===== config.mk =====
export PLATFORM = sky130hd
export DESIGN_NAME = pixstep_port
export DESIGN_NICKNAME = d
export VERILOG_FILES = /design/src/rtl/pixstep_pkg.sv /design/src/rtl/pixstep_ctrl.sv /design/src/rtl/pixstep_dp.sv /design/src/rtl/pixstep_port.sv
export SDC_FILE = /design/constraint.sdc
export NUM_CORES = 1
export LEC_CHECK = 0
export ABC_CLOCK_PERIOD_IN_PS = 5200
export BUFFER_PORTS_ARGS = -buffer_cell sky130_fd_sc_hd__buf_2
export CORE_MARGIN = 2
export CORE_UTILIZATION = 59
export DETAILED_ROUTE_END_ITERATION = 8
export PLACE_DENSITY = 0.85
export SETUP_SLACK_MARGIN = 0.5
export SYNTH_ARGS = -nofsm -noshare
export SYNTH_HDL_FRONTEND = slang
export SYNTH_HIERARCHICAL = 1
export SYNTH_SLANG_ARGS = --single-unit

===== constraint.sdc =====
create_clock -name clk -period 5.2 [get_ports clk]
set_input_delay 1.3 -clock clk [delete_from_list [all_inputs] [get_ports clk]]
set_output_delay 1.3 -clock clk [all_outputs]
set_load 0.02 [all_outputs]

===== src/rtl/pixstep_pkg.sv =====
package pixstep_pkg;

  typedef enum logic [2:0] {
    DIR_R  = 3'd0,
    DIR_L  = 3'd1,
    DIR_D  = 3'd2,
    DIR_U  = 3'd3,
    DIR_DR = 3'd4,
    DIR_DL = 3'd5,
    DIR_UR = 3'd6,
    DIR_UL = 3'd7
  } stepDir_e;

  typedef struct packed {
    logic     ldDest;
    logic     ldMask;
    logic     ldMode;
    logic     ldStride;
    logic     pixWr;
    stepDir_e dir;
  } ctrlStrobe_t;

  // {move, negative} for the horizontal axis
  function automatic logic [1:0] xMove(stepDir_e d);
    case (d)
      DIR_R, DIR_DR, DIR_UR: xMove = 2'b10;
      DIR_L, DIR_DL, DIR_UL: xMove = 2'b11;
      default:               xMove = 2'b00;
    endcase
  endfunction

  // {move, negative} for the vertical axis
  function automatic logic [1:0] yMove(stepDir_e d);
    case (d)
      DIR_D, DIR_DR, DIR_DL: yMove = 2'b10;
      DIR_U, DIR_UR, DIR_UL: yMove = 2'b11;
      default:               yMove = 2'b00;
    endcase
  endfunction

endpackage


===== src/rtl/pixstep_ctrl.sv =====
module pixstep_ctrl
  import pixstep_pkg::*;
#(
  parameter int REG_AW = 4
) (
  input  logic              regWrEn,
  input  logic [REG_AW-1:0] regAddr,
  output ctrlStrobe_t       strobe
);

  logic cfgHit;
  logic dataHit;

  assign dataHit = regWrEn && regAddr[REG_AW-1];
  assign cfgHit  = regWrEn && (regAddr[REG_AW-1:2] == '0);

  always_comb begin
    strobe          = '0;
    strobe.pixWr    = dataHit;
    strobe.dir      = stepDir_e'(regAddr[2:0]);
    strobe.ldDest   = cfgHit && (regAddr[1:0] == 2'd0);
    strobe.ldMask   = cfgHit && (regAddr[1:0] == 2'd1);
    strobe.ldMode   = cfgHit && (regAddr[1:0] == 2'd2);
    strobe.ldStride = cfgHit && (regAddr[1:0] == 2'd3);
  end

endmodule


===== src/rtl/pixstep_dp.sv =====
module pixstep_dp
  import pixstep_pkg::*;
#(
  parameter int DATA_W  = 32,
  parameter int WADDR_W = 8
) (
  input  logic                   clk,
  input  logic                   rstN,
  input  ctrlStrobe_t            strobe,
  input  logic [DATA_W-1:0]      regWrData,
  output logic                   memWrEn,
  output logic [WADDR_W-1:0]     memAddr,
  output logic [DATA_W-1:0]      memWrData,
  output logic [DATA_W/8-1:0]    memByteEn
);

  localparam int LANES  = DATA_W / 8;
  localparam int LANE_W = $clog2(LANES);
  localparam int ADDR_W = WADDR_W + LANE_W;

  logic [ADDR_W-1:0]  destAddr;
  logic [ADDR_W-1:0]  stride;
  logic [LANES-1:0]   pixMask;
  logic               wordMode;

  logic [1:0]         xm, ym;
  logic [ADDR_W-1:0]  xTerm, yTerm, unitMask, nextAddr;
  logic [WADDR_W-1:0] wrWordAddr;
  logic [DATA_W-1:0]  wrData;
  logic [LANES-1:0]   wrBe;
  logic [LANES-1:0]   laneSel;

  always_comb begin
    xm       = xMove(strobe.dir);
    ym       = yMove(strobe.dir);
    xTerm    = xm[1] ? (xm[0] ? '1 : ADDR_W'(1)) : '0;
    yTerm    = ym[1] ? (ym[0] ? ('0 - stride) : stride) : '0;
    unitMask = wordMode ? {{LANE_W{1'b0}}, {WADDR_W{1'b1}}} : '1;
    nextAddr = (destAddr + xTerm + yTerm) & unitMask;
    laneSel  = LANES'(1) << destAddr[LANE_W-1:0];
    if (wordMode) begin
      wrWordAddr = destAddr[WADDR_W-1:0];
      wrData     = regWrData;
      wrBe       = pixMask;
    end else begin
      wrWordAddr = destAddr[ADDR_W-1:LANE_W];
      wrData     = {LANES{regWrData[7:0]}};
      wrBe       = pixMask & laneSel;
    end
  end

  always_ff @(posedge clk or negedge rstN) begin
    if (!rstN) begin
      destAddr  <= '0;
      stride    <= '0;
      pixMask   <= '1;
      wordMode  <= 1'b0;
      memWrEn   <= 1'b0;
      memAddr   <= '0;
      memWrData <= '0;
      memByteEn <= '0;
    end else begin
      memWrEn <= strobe.pixWr;
      if (strobe.ldDest)   destAddr <= regWrData[ADDR_W-1:0];
      if (strobe.ldMask)   pixMask  <= regWrData[LANES-1:0];
      if (strobe.ldMode)   wordMode <= regWrData[0];
      if (strobe.ldStride) stride   <= regWrData[ADDR_W-1:0];
      if (strobe.pixWr) begin
        destAddr  <= nextAddr;
        memAddr   <= wrWordAddr;
        memWrData <= wrData;
        memByteEn <= wrBe;
      end
    end
  end

endmodule


===== src/rtl/pixstep_port.sv =====
module pixstep_port
  import pixstep_pkg::*;
#(
  parameter int DATA_W  = 32,
  parameter int WADDR_W = 8,
  parameter int REG_AW  = 4
) (
  input  logic                clk,
  input  logic                rstN,
  input  logic                regWrEn,
  input  logic [REG_AW-1:0]   regAddr,
  input  logic [DATA_W-1:0]   regWrData,
  output logic                memWrEn,
  output logic [WADDR_W-1:0]  memAddr,
  output logic [DATA_W-1:0]   memWrData,
  output logic [DATA_W/8-1:0] memByteEn
);

  ctrlStrobe_t strobe;

  pixstep_ctrl #(.REG_AW(REG_AW)) u_ctrl (
    .regWrEn (regWrEn),
    .regAddr (regAddr),
    .strobe  (strobe)
  );

  pixstep_dp #(.DATA_W(DATA_W), .WADDR_W(WADDR_W)) u_dp (
    .clk       (clk),
    .rstN      (rstN),
    .strobe    (strobe),
    .regWrData (regWrData),
    .memWrEn   (memWrEn),
    .memAddr   (memAddr),
    .memWrData (memWrData),
    .memByteEn (memByteEn)
  );

endmodule


* After elaboration in Yosys (flattened, before gate mapping) *
Cells that the tools add are included.

word-level totals
  bits in registers = 70
  input bits = 39
  logic and storage cells = 50
  output and inout bits = 45

operators by class
  muxes and demuxes = 12
  reduce and logical (&&, ||, !) cells = 14
  add/sub/neg operators = 3
  equal/unequal tests = 10
  shift-type cells = 1
  bitwise gates (word level) = 2

operators by type and width
  operator                 number
  $mux W10                 7
  $mux W32                 1
  $add A10 B10 Y10         2
  $eq A3 B3 Y1 const B     4
  $reduce_or A3 Y1         4
  $and A10 B10 Y10         1
  $sub A1 B10 Y10 const A  1
  $mux W8                  1
  $pmux W2 S2              2
  $eq A3 B2 Y1 const B     2
  $logic_and A1 B1 Y1      6
  $and A4 B4 Y4            1
  $eq A2 B2 Y1 const B     2
  $logic_not A2 Y1         2
  $mux W4                  1
  $shl A1 B2 Y4 const A    1
  $eq A3 B1 Y1 const B     1
  $logic_not A3 Y1         1
  $eq A2 B1 Y1 const B     1
  $reduce_bool A2 Y1       1

* Depth between registers and ports, before layout *
  word-level depth = 9
  depth in mapped cells = 13

* Modules after synthesis *
Netlist, hierarchy kept.

modules (own cells, without submodules)
  module        times used  cells each  seq. area each (um2)  area each (um2)
  pixstep_dp    1           364         1756.7                3756.1
  pixstep_ctrl  1           10          0.0                   87.6

* Worst setup path before layout *
OpenSTA, ideal clock, no wires.

  kind = input port to flip-flop
  from = in regAddr[2]
  to = reg u_dp.destAddr[9]
  data arrival time = 4.212 ns
  setup slack = 0.906 ns
  setup time = 0.082 ns
  stages on the path = 11
  cell sequence = buf_4 > nand2b_1 > and2_1 > fa_1 > ha_1 > fa_1 > a211oi_2 > o21ai_1 > a22o_1 > a211o_2 > a31oi_1

on the way
  longest elaborated chain between the ends = 9
  elaborated cells between the ends (all ways) = 26
  classes of those cells = add/sub (2); eq/ne (7); mux (7); bitwise (1); reduce/logical (9)

RTL lines
  element                               line                text
  start: declaration                    pixstep_port.sv:11  input logic [REG_AW-1:0] regAddr,
  $eq A3 B1 Y1 (tied with other cells)  pixstep_pkg.sv:25   case (d)
  $reduce_or A3 Y1                      pixstep_pkg.sv:25
  $pmux W2 S2                           pixstep_pkg.sv:25
  $mux W10 (2 in series)                pixstep_dp.sv:36    xTerm = xm[1] ? (xm[0] ? '1 : ADDR_W'(1)) : '0;
  $add A10 B10 Y10 (2 in series)        pixstep_dp.sv:39    nextAddr = (destAddr + xTerm + yTerm) & unitMask;
  $and A10 B10 Y10                      pixstep_dp.sv:39
  $mux W10                              pixstep_dp.sv:68    if (strobe.pixWr) begin
  end signal: assignment                pixstep_dp.sv:64    if (strobe.ldDest) destAddr <= regWrData[ADDR_W-1:0];
  end signal: assignment                pixstep_dp.sv:69    destAddr <= nextAddr;
  end: declaration                      pixstep_dp.sv:21    logic [ADDR_W-1:0] destAddr;

Several ways; a longest one is shown, not always the timed one.
A chain may end at the register's enable or synchronous reset.

* Worst setup path after layout *
  from = in regAddr[0]
  to = reg u_dp.destAddr[9]

The elaborated chain is that of the path after synthesis.

==> impl_metrics.toml <==
[timing]
finalMaxSlewViolations = 0
rsz0062_at_grt = "no"
final_hold_viol_count = 0
fmax_mhz = 235
finClkSkew_ns = 0.00840
finalCritPeriodShare_pct = 81.9
relSlewSlack_pct = 11.7
period_minus_slack_ns = 4.26
worstMarginPinSlew_ns = 1.31
setup_viol = 0
final.setup.worst_slack_ns = 0.940
tns_ns = 0

[placed_design]
hpwl_um = 6630
pre_cts_slack_ns = 0.654
place.gp.congestion = 0.946
port_buffers = 83

[worst_setup_path]
cp_max_fo = 9
cp_data_required_time_ns = 5.47
crit_path_start = "regAddr[0]"
crit_path_start_kind = "primary input"
r2r_end = "u_dp/destAddr[9]$_DFFE_PN0P_"
endpoint_kind = "flop"
endpoint = "u_dp/destAddr[9]$_DFFE_PN0P_"
crit_type = "in -> reg"
crit_arrival_ns = 4.53
r2r-start = "u_dp/stride[1]$_DFFE_PN0P_"
r2r_cells = 13
reg2reg_setup_slack_ns = 1.59

[clock_tree]
holdBufCountCts = 0
clockBufferDepth = 2
clock-sinks = 70
clkTransAtPathRegs_ns = 0.08
cts.root.buffer_cell = "clkbuf_8"
clock_latency_ns = 0.35
cts_buffers = 9
cts_resized = 0
cts_post_setup_buffers_inserted = 0
htreeDepth = 3
cts_tree = "yes"

[status]
status = "finished, final reports clean"

[routing]
detail-route-antenna-nets = 0
wl_per_cell_um = 17.8
first_pass_iters = 5
drc = 0
vias_per_cell = 5.91
via_count = 3150
dr.first_iter.drc_count = 317
wl_um = 9510

[floorplanning]
start_util_pct = 60.9
die_x_um = 84.7
boundaryPins = 84
dieArea_um2 = 7180
rows = 29
coreArea_um2 = 6310
dieHeight_um = 84.7

[yosys]
synth_top_area_cell = "dfrtp_1"
synth_cell_types = 52
synthTopCellsByArea = "dfrtp_1 43%, a21oi_1 8.5%, fa_1 5.2%"
synth_nets = 432
synth_seq_cells = 70
ys_seq_area_share_pct = 45.7
synth_common_cells = "66 x dfrtp_1, 65 x a21oi_1, 43 x nor2_1"
ys_async_sr_fraction_pct = 100
yosys_warnings = 6
synthesis.instances = 374
netlist_area_um2 = 3840
synth_edf_count = 0
synth_most_common_cell = "dfrtp_1"
postSynthAreaPerCell_um2 = 10.3
netlist.area_leader.share_pct = 43.0
ys_dominant_reg_cell = "dfrtp_1"

[power]
p_leak_nw = 2.00
share_comb_of_total_power_pct = 44.3
powerDensity_nw_per_um2 = 511
p_int_w = 0.00134
power_switching_w = 0.000958
p_clk_share_pct = 19.9
p_sw_share_pct = 41.8
pwr-share-seq_pct = 35.8
ir_drop_uv = 302

[grt]
grt_max_degree = 106
grt-ovfl-total = 0
grt_pass1_vias = 3061
grt.total_usage_pct = 27.6
grt_antenna_before_repair = 0
grt_pass1_wl_um = 15200

[finish]
drive_gt1_share_pct = 29.4
syn_to_final_growth_pct = 16.8
finalNetCount = 509
fillers = 474
n_antenna_cell = 0

[hold_path]
hp-class = "reg -> reg"

[flow_run]
maxCapViolCount = 0
==> state kept, by name, summed over array words and instances, names as in the netlist <==
register / cells
u_dp/stride: 10
u_dp/wordMode: 1
u_dp/memAddr: 8
u_dp/memWrData: 32
u_dp/memByteEn: 4
u_dp/destAddr: 10
u_dp/pixMask: 4
u_dp/memWrEn: 1
==> worst min path at each step <==
stage                                   from                       endpoint  cells past startpoint
2_1_floorplan    u_dp/pixMask[1]$_DFFE_PN1P_  u_dp/memByteEn[1]$_DFFE_PN0P_                      2
3_3_place_gp   u_dp/memWrData[6]$_DFFE_PN0P_  u_dp/memWrData[6]$_DFFE_PN0P_                      1
3_5_place_dp   u_dp/memWrData[6]$_DFFE_PN0P_  u_dp/memWrData[6]$_DFFE_PN0P_                      1
4_1_cts        u_dp/memWrData[2]$_DFFE_PN0P_  u_dp/memWrData[2]$_DFFE_PN0P_                      1
5_1_grt        u_dp/memWrData[2]$_DFFE_PN0P_  u_dp/memWrData[2]$_DFFE_PN0P_                      1
6_report       u_dp/memWrData[6]$_DFFE_PN0P_  u_dp/memWrData[6]$_DFFE_PN0P_                      1
==> cell type report <==
class | instances | area, µm² | share of cell area (%)
Sequential cell | 70 | 1760 | 39.1
Inverter | 10 | 37.5 | 0.836
Tap cell | 77 | 96.3 | 2.15
Timing Repair Buffer | 88 | 453 | 10.1
Clock inverter | 7 | 81.3 | 1.81
Clock buffer | 9 | 124 | 2.76
Multi-Input combinational cell | 272 | 1940 | 43.2
==> metal layers <==
metal / vias up / GRT usage, % / share of wire, %
met5: - / 0 / 0
met4: 0 / 11.5 / 2.6
met3: 24 / 7.37 / 7.7
met2: 138 / 44.5 / 48
met1: 1507 / 35.6 / 41
li1: 1481 / - / -
==> placed cells by master (no fill, tap or decap), types with 2 or more instances in the layout <==
master	instances
buf_2	83
dfrtp_1	66
a21oi_1	65
nor2_1	43
mux2i_1	16
mux2_2	15
nand2_1	14
o21ai_1	11
inv_1	10
fa_1	10
clkbuf_8	9
nor2b_1	9
ha_1	9
mux2_1	8
o21ai_0	7
o211ai_1	7
xor2_1	5
buf_4	5
dfstp_2	4
clkinvlp_4	3
xnor2_1	3
o21a_1	3
nand3_1	3
o31ai_1	3
nor3_1	3
o22ai_1	3
o21bai_1	3
inv_6	2
nor4b_1	2
nor3b_1	2
a31oi_1	2
or4_4	2
a21o_1	2
nor4_1	2
nand4_1	2
a21o_2	2
==> through the flow <==
stage / utilization [%] / total power, W / hold slack (ns) / instance area (µm²) / instances
after floorplan: - / 0.00153 / 0.484 / 3840 / 374
after global placement: 67.8 / 0.00176 / 0.465 / 4280 / 517
after detailed placement: 67.8 / 0.00183 / 0.473 / 4280 / 517
after CTS: 71.1 / 0.00229 / 0.492 / 4490 / 533
after global routing: 71.1 / 0.00245 / 0.508 / 4490 / 533
final: 71.1 / 0.00229 / 0.494 / 4490 / 533
==> power groups by stage <==
stage,sequential [W],clock (W),combinational (W)
floorplan,0.000890,0,0.000641
global placement,0.000822,0,0.000939
detailed placement,0.000829,0,0.000997
CTS,0.000820,0.000465,0.00101
global route,0.000845,0.000487,0.00112
finish,0.000822,0.000457,0.00102
==> logic make-up (layout without fill, tap and decap cells) <==
kind of cell | Yosys count | count (layout) | share of synthesized area (%)
AOI/OAI and AO/OA | 115 | 115 | 17.6
and+or+nand+nor | 91 | 91 | 11.8
DFF | 70 | 70 | 45.7
muxes | 39 | 39 | 10.9
buffers and inverters | 32 | 114 | 4.04
adders and majority gates | 19 | 19 | 8.14
xor gates and xnor gates | 8 | 8 | 1.82
==> critical path, cell delays in order <==
cell and delay (ns):
buf_2 0.15, o21ai_1 0.14, buf_4 0.17, nand2_1 0.06
a21oi_1 0.24, fa_1 0.47, ha_1 0.26, fa_1 0.46
a211oi_2 0.34, o21ai_1 0.18, a22o_1 0.28, a211o_2 0.34
a31oi_1 0.15
Power figures use the tool's default switching activity.
